[config.mk]
export PLATFORM = sky130hd
export DESIGN_NAME = txq_threshold_fifo
export DESIGN_NICKNAME = d
export VERILOG_FILES = /design/src/rtl/txq_pkg.sv /design/src/rtl/txq_store.sv /design/src/rtl/txq_occupancy.sv /design/src/rtl/txq_thresholds.sv /design/src/rtl/txq_threshold_fifo.sv
export SDC_FILE = /design/constraint.sdc
export NUM_CORES = 2
export LEC_CHECK = 0
export BUFFER_PORTS_ARGS = -buffer_cell sky130_fd_sc_hd__buf_2
export CORE_MARGIN = 4
export CORE_UTILIZATION = 46
export DETAILED_ROUTE_END_ITERATION = 10
export SLEW_MARGIN = 20
export SYNTH_ARGS = -nofsm -noshare
export SYNTH_HDL_FRONTEND = slang
export SYNTH_HIERARCHICAL = 1
export SYNTH_SLANG_ARGS = --single-unit
[constraint.sdc]
create_clock -name clk -period 10.5 [get_ports clk]
set_clock_uncertainty 0.1 [all_clocks]
set_input_delay 2.1 -clock clk [delete_from_list [all_inputs] [get_ports clk]]
set_output_delay 2.1 -clock clk [all_outputs]
set_load 0.005 [all_outputs]
[src/rtl/txq_pkg.sv]
// Package: shared constants and the stored-entry type for the transmit FIFO.
// Assumes a fixed 64-bit payload; depth is chosen by the top-level parameter.
package txq_pkg;
    localparam int TXQ_DATA_W      = 64;
    localparam int TXQ_THR_W       = 7;
    localparam int TXQ_DMA_THR_LO  = 4;
    localparam int TXQ_DMA_THR_HI  = 8;

    typedef struct packed {
        logic                  sop;
        logic                  eop;
        logic [TXQ_DATA_W-1:0] data;
    } txq_entry_t;
endpackage

[src/rtl/txq_store.sv]
// Module: txq_store
// Circular storage with write and read pointers. The head entry is presented
// combinationally. Assumes DEPTH is a power of two and that the caller only
// fires writes when not full and reads when not empty.
module txq_store
    import txq_pkg::*;
#(
    parameter int DEPTH = 32
) (
    input  logic       clk,
    input  logic       rst_n,
    input  logic       wr_fire,
    input  txq_entry_t wr_entry,
    input  logic       rd_fire,
    output txq_entry_t head
);
    localparam int AW = $clog2(DEPTH);

    txq_entry_t     mem [DEPTH];
    logic [AW-1:0]  wr_ptr;
    logic [AW-1:0]  rd_ptr;

    // Advance the pointers on accepted transfers; they wrap at the power-of-two depth.
    always_ff @(posedge clk) begin
        if (!rst_n) begin
            wr_ptr <= '0;
            rd_ptr <= '0;
        end else begin
            if (wr_fire) wr_ptr <= wr_ptr + AW'(1);
            if (rd_fire) rd_ptr <= rd_ptr + AW'(1);
        end
    end

    // Capture the written entry; the storage itself needs no reset.
    always_ff @(posedge clk) begin
        if (wr_fire) mem[wr_ptr] <= wr_entry;
    end

    // Present the head entry without waiting for a read request.
    assign head = mem[rd_ptr];
endmodule

[src/rtl/txq_occupancy.sv]
// Module: txq_occupancy
// Accepts or drops write and read requests. Tracks the word count, the number
// of stored last-word markers, the open-packet state and the sticky drop flags.
// Assumes start_tx comes from registered state only, so there is no combinational loop.
module txq_occupancy #(
    parameter int DEPTH = 32,
    localparam int CNT_W = $clog2(DEPTH + 1)
) (
    input  logic             clk,
    input  logic             rst_n,
    input  logic             wr_en,
    input  logic             wr_eop,
    input  logic             rd_en,
    input  logic             head_eop,
    input  logic             start_tx,
    output logic             wr_fire,
    output logic             rd_fire,
    output logic [CNT_W-1:0] count,
    output logic [CNT_W-1:0] eop_pending,
    output logic             in_pkt,
    output logic             empty,
    output logic             full,
    output logic             overflow,
    output logic             underflow
);
    // Derive the occupancy flags from the count.
    assign empty = (count == '0);
    assign full  = (count == CNT_W'(DEPTH));

    // Accept a write only with room; accept a read only with data and an open packet or a start grant.
    assign wr_fire = wr_en && !full;
    assign rd_fire = rd_en && !empty && (in_pkt || start_tx);

    // Keep the word count and the stored last-word marker count.
    always_ff @(posedge clk) begin
        if (!rst_n) begin
            count       <= '0;
            eop_pending <= '0;
        end else begin
            case ({wr_fire, rd_fire})
                2'b10:   count <= count + CNT_W'(1);
                2'b01:   count <= count - CNT_W'(1);
                default: count <= count;
            endcase
            case ({wr_fire && wr_eop, rd_fire && head_eop})
                2'b10:   eop_pending <= eop_pending + CNT_W'(1);
                2'b01:   eop_pending <= eop_pending - CNT_W'(1);
                default: eop_pending <= eop_pending;
            endcase
        end
    end

    // Open a packet on reading a non-last word and close it on reading a last word.
    always_ff @(posedge clk) begin
        if (!rst_n)       in_pkt <= 1'b0;
        else if (rd_fire) in_pkt <= !head_eop;
    end

    // Latch dropped-transfer events until reset.
    always_ff @(posedge clk) begin
        if (!rst_n) begin
            overflow  <= 1'b0;
            underflow <= 1'b0;
        end else begin
            overflow  <= overflow  || (wr_en && full);
            underflow <= underflow || (rd_en && empty);
        end
    end

    assert_count_bound_R10: assert property (@(posedge clk) disable iff (!rst_n)
        count <= CNT_W'(DEPTH));
    assert_count_step_R10: assert property (@(posedge clk) disable iff (!rst_n)
        ##1 ((count == $past(count)) || (count == $past(count) + CNT_W'(1)) ||
             (count == $past(count) - CNT_W'(1))));
    assert_no_overflow_R8: assert property (@(posedge clk) disable iff (!rst_n)
        full |=> (count <= $past(count)));
    assert_overflow_sticky_R8: assert property (@(posedge clk) disable iff (!rst_n)
        overflow |=> overflow);
    assert_underflow_sticky_R9: assert property (@(posedge clk) disable iff (!rst_n)
        underflow |=> underflow);
    assert_idle_read_gated_R5: assert property (@(posedge clk) disable iff (!rst_n)
        (rd_en && !wr_en && !in_pkt && !start_tx) |=> (count == $past(count)));
endmodule

[src/rtl/txq_thresholds.sv]
// Module: txq_thresholds
// Holds the threshold configuration and derives the space-available, start
// and configuration-error flags from it. Assumes count and eop_pending come
// from registered state.
module txq_thresholds
    import txq_pkg::*;
#(
    parameter int DEPTH = 32,
    localparam int CNT_W = $clog2(DEPTH + 1),
    localparam int CMP_W = ((CNT_W > TXQ_THR_W) ? CNT_W : TXQ_THR_W) + 2
) (
    input  logic                 clk,
    input  logic                 rst_n,
    input  logic                 cfg_we,
    input  logic [TXQ_THR_W-1:0] cfg_wr_thr,
    input  logic [TXQ_THR_W-1:0] cfg_rd_thr,
    input  logic                 cfg_dma_en,
    input  logic                 cfg_dma_burst8,
    input  logic [CNT_W-1:0]     count,
    input  logic [CNT_W-1:0]     eop_pending,
    input  logic                 in_pkt,
    input  logic                 empty,
    output logic                 space_avail,
    output logic                 start_tx,
    output logic                 cfg_err
);
    logic [TXQ_THR_W-1:0] wr_thr_q;
    logic [TXQ_THR_W-1:0] rd_thr_q;
    logic                 dma_q;
    logic                 burst8_q;
    logic [CMP_W-1:0]     wr_eff;
    logic [CMP_W-1:0]     rd_w;
    logic [CMP_W-1:0]     free_w;
    logic [CMP_W-1:0]     cnt_w;

    // Capture configuration on the load strobe; everything clears on reset.
    always_ff @(posedge clk) begin
        if (!rst_n) begin
            wr_thr_q <= '0;
            rd_thr_q <= '0;
            dma_q    <= 1'b0;
            burst8_q <= 1'b0;
        end else if (cfg_we) begin
            wr_thr_q <= cfg_wr_thr;
            rd_thr_q <= cfg_rd_thr;
            dma_q    <= cfg_dma_en;
            burst8_q <= cfg_dma_burst8;
        end
    end

    // Pick the effective write threshold and widen the operands for comparison.
    always_comb begin
        if (dma_q) wr_eff = burst8_q ? CMP_W'(TXQ_DMA_THR_HI) : CMP_W'(TXQ_DMA_THR_LO);
        else       wr_eff = CMP_W'(wr_thr_q);
        rd_w   = CMP_W'(rd_thr_q);
        cnt_w  = CMP_W'(count);
        free_w = CMP_W'(DEPTH) - cnt_w;
    end

    // Derive the three flags from the stored settings and the occupancy.
    always_comb begin
        space_avail = (free_w >= wr_eff);
        start_tx    = !in_pkt && !empty && ((cnt_w >= rd_w) || (eop_pending != '0));
        cfg_err     = ((wr_eff + rd_w) > CMP_W'(DEPTH));
    end

    assert_start_needs_data_R4: assert property (@(posedge clk) disable iff (!rst_n)
        start_tx |-> (count != '0));
    assert_cfg_hold_R2: assert property (@(posedge clk) disable iff (!rst_n)
        !cfg_we |=> ($stable(rd_thr_q) && $stable(wr_thr_q) && $stable(dma_q)));
    assert_no_start_in_pkt_R6: assert property (@(posedge clk) disable iff (!rst_n)
        in_pkt |-> !start_tx);
endmodule

[src/rtl/txq_threshold_fifo.sv]
// Module: txq_threshold_fifo
// Transmit FIFO top: storage, occupancy control and threshold flags.
// Assumes a single clock and DEPTH of 32 or 128 (a power of two).
module txq_threshold_fifo
    import txq_pkg::*;
#(
    parameter int DEPTH = 32,
    localparam int CNT_W = $clog2(DEPTH + 1)
) (
    input  logic                  clk,
    input  logic                  rst_n,
    input  logic                  cfg_we,
    input  logic [TXQ_THR_W-1:0]  cfg_wr_thr,
    input  logic [TXQ_THR_W-1:0]  cfg_rd_thr,
    input  logic                  cfg_dma_en,
    input  logic                  cfg_dma_burst8,
    input  logic                  wr_en,
    input  logic [TXQ_DATA_W-1:0] wr_data,
    input  logic                  wr_sop,
    input  logic                  wr_eop,
    input  logic                  rd_en,
    output logic [TXQ_DATA_W-1:0] rd_data,
    output logic                  rd_sop,
    output logic                  rd_eop,
    output logic                  space_avail,
    output logic                  start_tx,
    output logic                  cfg_err,
    output logic [CNT_W-1:0]      level,
    output logic                  empty,
    output logic                  full,
    output logic                  overflow,
    output logic                  underflow
);
    txq_entry_t       wr_entry;
    txq_entry_t       head;
    logic             wr_fire;
    logic             rd_fire;
    logic [CNT_W-1:0] eop_pending;
    logic             in_pkt;

    // Pack the write side into one entry and unpack the head for the reader.
    always_comb begin
        wr_entry = '{sop: wr_sop, eop: wr_eop, data: wr_data};
        rd_data  = head.data;
        rd_sop   = head.sop;
        rd_eop   = head.eop;
    end

    txq_store #(.DEPTH(DEPTH)) u_store (
        .clk(clk), .rst_n(rst_n), .wr_fire(wr_fire), .wr_entry(wr_entry),
        .rd_fire(rd_fire), .head(head)
    );

    txq_occupancy #(.DEPTH(DEPTH)) u_occ (
        .clk(clk), .rst_n(rst_n), .wr_en(wr_en), .wr_eop(wr_eop), .rd_en(rd_en),
        .head_eop(head.eop), .start_tx(start_tx), .wr_fire(wr_fire), .rd_fire(rd_fire),
        .count(level), .eop_pending(eop_pending), .in_pkt(in_pkt), .empty(empty),
        .full(full), .overflow(overflow), .underflow(underflow)
    );

    txq_thresholds #(.DEPTH(DEPTH)) u_thr (
        .clk(clk), .rst_n(rst_n), .cfg_we(cfg_we), .cfg_wr_thr(cfg_wr_thr),
        .cfg_rd_thr(cfg_rd_thr), .cfg_dma_en(cfg_dma_en), .cfg_dma_burst8(cfg_dma_burst8),
        .count(level), .eop_pending(eop_pending), .in_pkt(in_pkt), .empty(empty),
        .space_avail(space_avail), .start_tx(start_tx), .cfg_err(cfg_err)
    );
endmodule

---- After elaboration in Yosys (flattened, before gate mapping) ----
Memories as Yosys holds them, arrays and structs flattened. A register that Yosys moved wholly into a read port is not among the register bits.
Index checks and enable logic that the tools add are counted.
storage, ports and cells
  RAM bits ................................ 2112
  input bits .............................. 87
  flip-flop bits (word level) ............. 41
  memories kept ........................... 1
  output and inout bits ................... 79
memories
  name         words  bits a word  read ports  clocked after Yosys merged registers in  write ports  RTL line         source
  u_store.mem  32     66           1           1                                        1            txq_store.sv:19  txq_entry_t mem [DEPTH];
operators by class
  eq/ne operators ......................... 5
  $add $sub $neg .......................... 8
  order comparisons ....................... 3
  reductions and logical operators ........ 21
  mux-type cells .......................... 8
operators with widths
  kind                 count
  $pmux 6 s2           2
  $add 6x1->6 const B  2
  $sub 6x1->6 const B  2
  $add 5x1->5 const B  2
  $mux 5               2
  $add 9x7->9          1
  $ge 9x9->1           1
  $gt 9x6->1 const B   1
  $logic_and 1x1->1    9
  $mux 9               1
  $ge 6x7->1           1
  $sub 6x6->7 const A  1
  $eq 6x6->1 const B   1
  $logic_not 6->1      1
  $reduce_bool 6->1    1
  $eq 2x1->1 const B   2
  $eq 2x2->1 const B   2
  $logic_not 1->1      4
  $logic_or 1x1->1     4
  $mux 4               1
  $reduce_bool 2->1    2
  $mux 1               2

---- Depth between registers and ports, before layout ----
  depth in word-level cells ............... 9
  gate-level depth with buffers ........... 19

---- Cells and area by module ----
Netlist, hierarchy kept.
by module, submodules not included
  module          cells an instance  sequential area each (sq um)  area an instance (sq um)  times used
  txq_store       3815               63721.1                       80728.7                   1
  txq_thresholds  152                320.3                         1343.8                    1
  txq_occupancy   134                300.3                         1113.6                    1

---- Least setup slack after synthesis ----
No wires, ideal clock.
  path type ............................... input to register
  from .................................... in wr_en
  to ...................................... mem u_store/mem[15][0] (netlist name), enable pin
  setup slack ............................. 4.369 ns
  required time ........................... 9.908 ns
  data arrival time ....................... 5.540 ns
  cell stages on the path ................. 5
  path buffers ............................ 1
  cell sequence ........................... nand2_1 > inv_1 > clkbuf_1 > nand2_1 > nor2_1
on the way
  longest elaborated chain between the ends .. 3
ends and longest elaborated chain
  what                          RTL line                  source
  start, declared               txq_threshold_fifo.sv:17  input logic wr_en,
  $logic_and 1x1->1             txq_occupancy.sv:31       assign wr_fire = wr_en && !full;
  named net wr_fire             txq_threshold_fifo.sv:36  logic wr_fire;
  $mux 1                        txq_store.sv:36           if (wr_fire) mem[wr_ptr] <= wr_entry;
  $mux 1 (implied by the code)  txq_store.sv:36
  end, declared                 txq_store.sv:19
The timed path passes the listed nets, and every way through them passes these cells.

==> reports/metrics.yaml <==
wire_per_inst_um: 31.2
p_per_area_mw_per_mm2: 203
cp_slowest_cell: "buf_4"
r2r_slack_ns: 4.92
worst_slew_pin_slew_ns: 1.17
avgSynthCellArea_um2: 20.3
fillCellCount: 14100
layout-drive-gt1-share: 0.211
crit_type: "register to output pin"
p_leak_nw: 28.4
grt_max_degree: 115
postLayoutCellArea_mm2: 0.0939
via_per_inst: 6.10
htreeDepth: 4
synth_area_mm2: 0.0832
yosysTopAreaCellShare: 0.762
fin_tns_setup_ns: 0
worstSetupEndpointType: "output pin"
hold_viol_final: 0
r2r-end: "u_occ/eop_pending[4]"
postCtsHoldBufs: 0
first_global_vias: 41800
clkLatencyLatePin_ns: 0.84
synth_largest_area_cell: "edfxtp_1"
hold_class: "register to register"
drv_cap: 0
die_w_um: 433
slew_viol_final: 0
crit_chain: "buf_4 > buf_4 > mux4_2 > a22oi_1 > nand4_1 > buf_2"
wl_met2_um: 104000
grt_use_total: 0.229
ir_worst_vdd_mv: 0.168
grt_first_pass_wirelength_um: 307000
placed_cell_area_mm2: 0.0871
area_growth_pct: 12.9
crit_top_cell: "buf_4"
required_ns: 8.30
period_needed_ns: 7.01
grt_antenna_before_repair: 19
setup_viol: 0
dieHeight_um: 433
hpwl_um: 112000
fin_ws_ns: 3.49
yosysUniqueCellTypes: 69
stdcell_count: 6894
cts_max_path_buffers: 3
cts_tree: "yes"
ys_seq_elements: 2158
drtAntennaViolNets: 0
endpoint: "rd_data[55]"
finalCritPeriodShare: 0.667
yosysMostFrequentCell: "edfxtp_1"
drt-total-wl_um: 215000
ys.flop_type: "edfxtp_1"
route.met3.wl_um: 16800
cts_root_buf: "clkbuf_16"
dp_cells: 6499
cts_setup_buffers: 0
syn-num-nets: 4221
synth_edf_count: 2112
row_count: 155
drt_iter0_drc: 4795
gr-total-overflow: 0
crit_path_max_incr_delay_ns: 0.88
syn_inst: 4101
start_util: 0.464
drc: 0
firstDrtPassIters: 5
num_vias: 42100
die-area_mm2: 0.188
fmax_mhz: 143
clock_sinks: 2158
whs_ns: 0.385
finalWeightedCongestion: 0.761
cts_made_buffers: 215
synthTopCellsByArea: "edfxtp_1, mux4_2, mux2i_1"
port_buffers: 165
synth_seq_area_share: 0.773
yosys_warnings: 6
coreArea_mm2: 0.179
crit_path_max_fanout: 46
pre_cts_ws_ns: 4.14
rsz0062_at_grt: "no"
clk_pin_slew_ns: 0.06
wl_met1_um: 88200
slew_headroom: 0.219
seqCellArea_mm2: 0.0644
nets: 4481
worstSetupStartpointType: "register"
outcome: "completed"
rr_worst_depth: 14
io_pins: 166
crit_arrival_ns: 4.81
synth_common_cells: "edfxtp_1, mux2i_1, a22oi_1, mux4_2, buf_2"
synthArstFlopShare: 0
multi_input_area_mm2: 0.0179
cts_resized: 0
highest_layer: "met5"
-- kinds of logic (layout without fill, tap and decap cells) --
| group | Yosys count | in the layout | share of synthesized area |
|---|---|---|---|
| AO/OA/AOI/OAI | 443 | 443 | 0.0386 |
| XOR/XNOR | 24 | 24 | 0.00253 |
| adder cells (fa/ha/maj) | 33 | 33 | 0.00505 |
| buffers and inverters | 253 | 687 | 0.0152 |
| flip-flops | 2158 | 2158 | 0.773 |
| multiplexers | 786 | 786 | 0.139 |
| other | 0 | 4 | 0 |
| AND/OR/NAND/NOR | 404 | 404 | 0.0257 |
-- final cells by class --
type,count,share of cell area
antenna,4,0.000107
sequential,2158,0.685
timing repair buffer,273,0.0191
clock buffer,260,0.0604
tap,2355,0.0314
clock inverter,131,0.0122
inverter,23,0.000919
multi-input combinational,1690,0.191
-- worst max-delay path, delay by kind of cell (launching register included) --
kind            cells  cell delay, ns
buf+inv             3            1.86
flops               1            0.73
mux                 1            0.61
simple gates        1            0.44
compound gates      1            0.22
-- stage by stage --
step	util	power [mW]
3_5_place_dp	0.486	11.9
2_1_floorplan	-	11.1
4_1_cts	0.524	19.3
3_3_place_gp	0.485	11.8
6_report	0.524	19.1
5_1_grt	0.524	19.8
-- report_power, final --
group          internal (mW)  switching [mW]
Clock                   4.20            3.21
Combinational          0.836            1.17
Sequential              9.57          0.0804
Total                   14.6            4.47
-- how the worst min path moves through the flow --
stage,from,end,slack [ns],cells past startpoint
6_report,u_occ/overflow,u_occ/overflow,0.38,1
5_1_grt,u_occ/overflow,u_occ/overflow,0.41,1
4_1_cts,u_occ/overflow,u_occ/overflow,0.38,1
3_5_place_dp,u_occ/overflow,u_occ/overflow,0.36,1
3_3_place_gp,u_occ/overflow,u_occ/overflow,0.34,1
2_1_floorplan,u_occ/overflow,u_occ/overflow,0.36,1
-- sequential cells by signal (all words and copies together), names as in the netlist, named ones only --
signal,flops
u_occ/count,6
u_occ/eop_pending,6
u_occ/in_pkt,1
u_occ/overflow,1
u_occ/underflow,1
u_store/mem,2112
u_store/rd_ptr,5
u_store/wr_ptr,5
u_thr/burst8_q,1
u_thr/dma_q,1
u_thr/rd_thr_q,7
u_thr/wr_thr_q,7
-- cells in the final DEF (no fill, tap or decap), drive strengths merged, types with 20 or more instances in the layout --
cell type and count:
a21oi 44, clkinv 101, nor2b 38, dfxtp 46, mux4 298, clkbuf 260, nand3 117, a22oi 325
nor2 62, mux2i 487, nand2 57, inv 28, nand4 56, edfxtp 2112, a31oi 20, ha 32
buf 273, and2 21
-- per-layer routing --
metal,global-route usage,vias up
li1,-,17600
met1,0.322,22500
met2,0.368,1661
met3,0.0470,322
met4,0.0624,4
met5,0,-
Power figures use the tool's default switching activity.
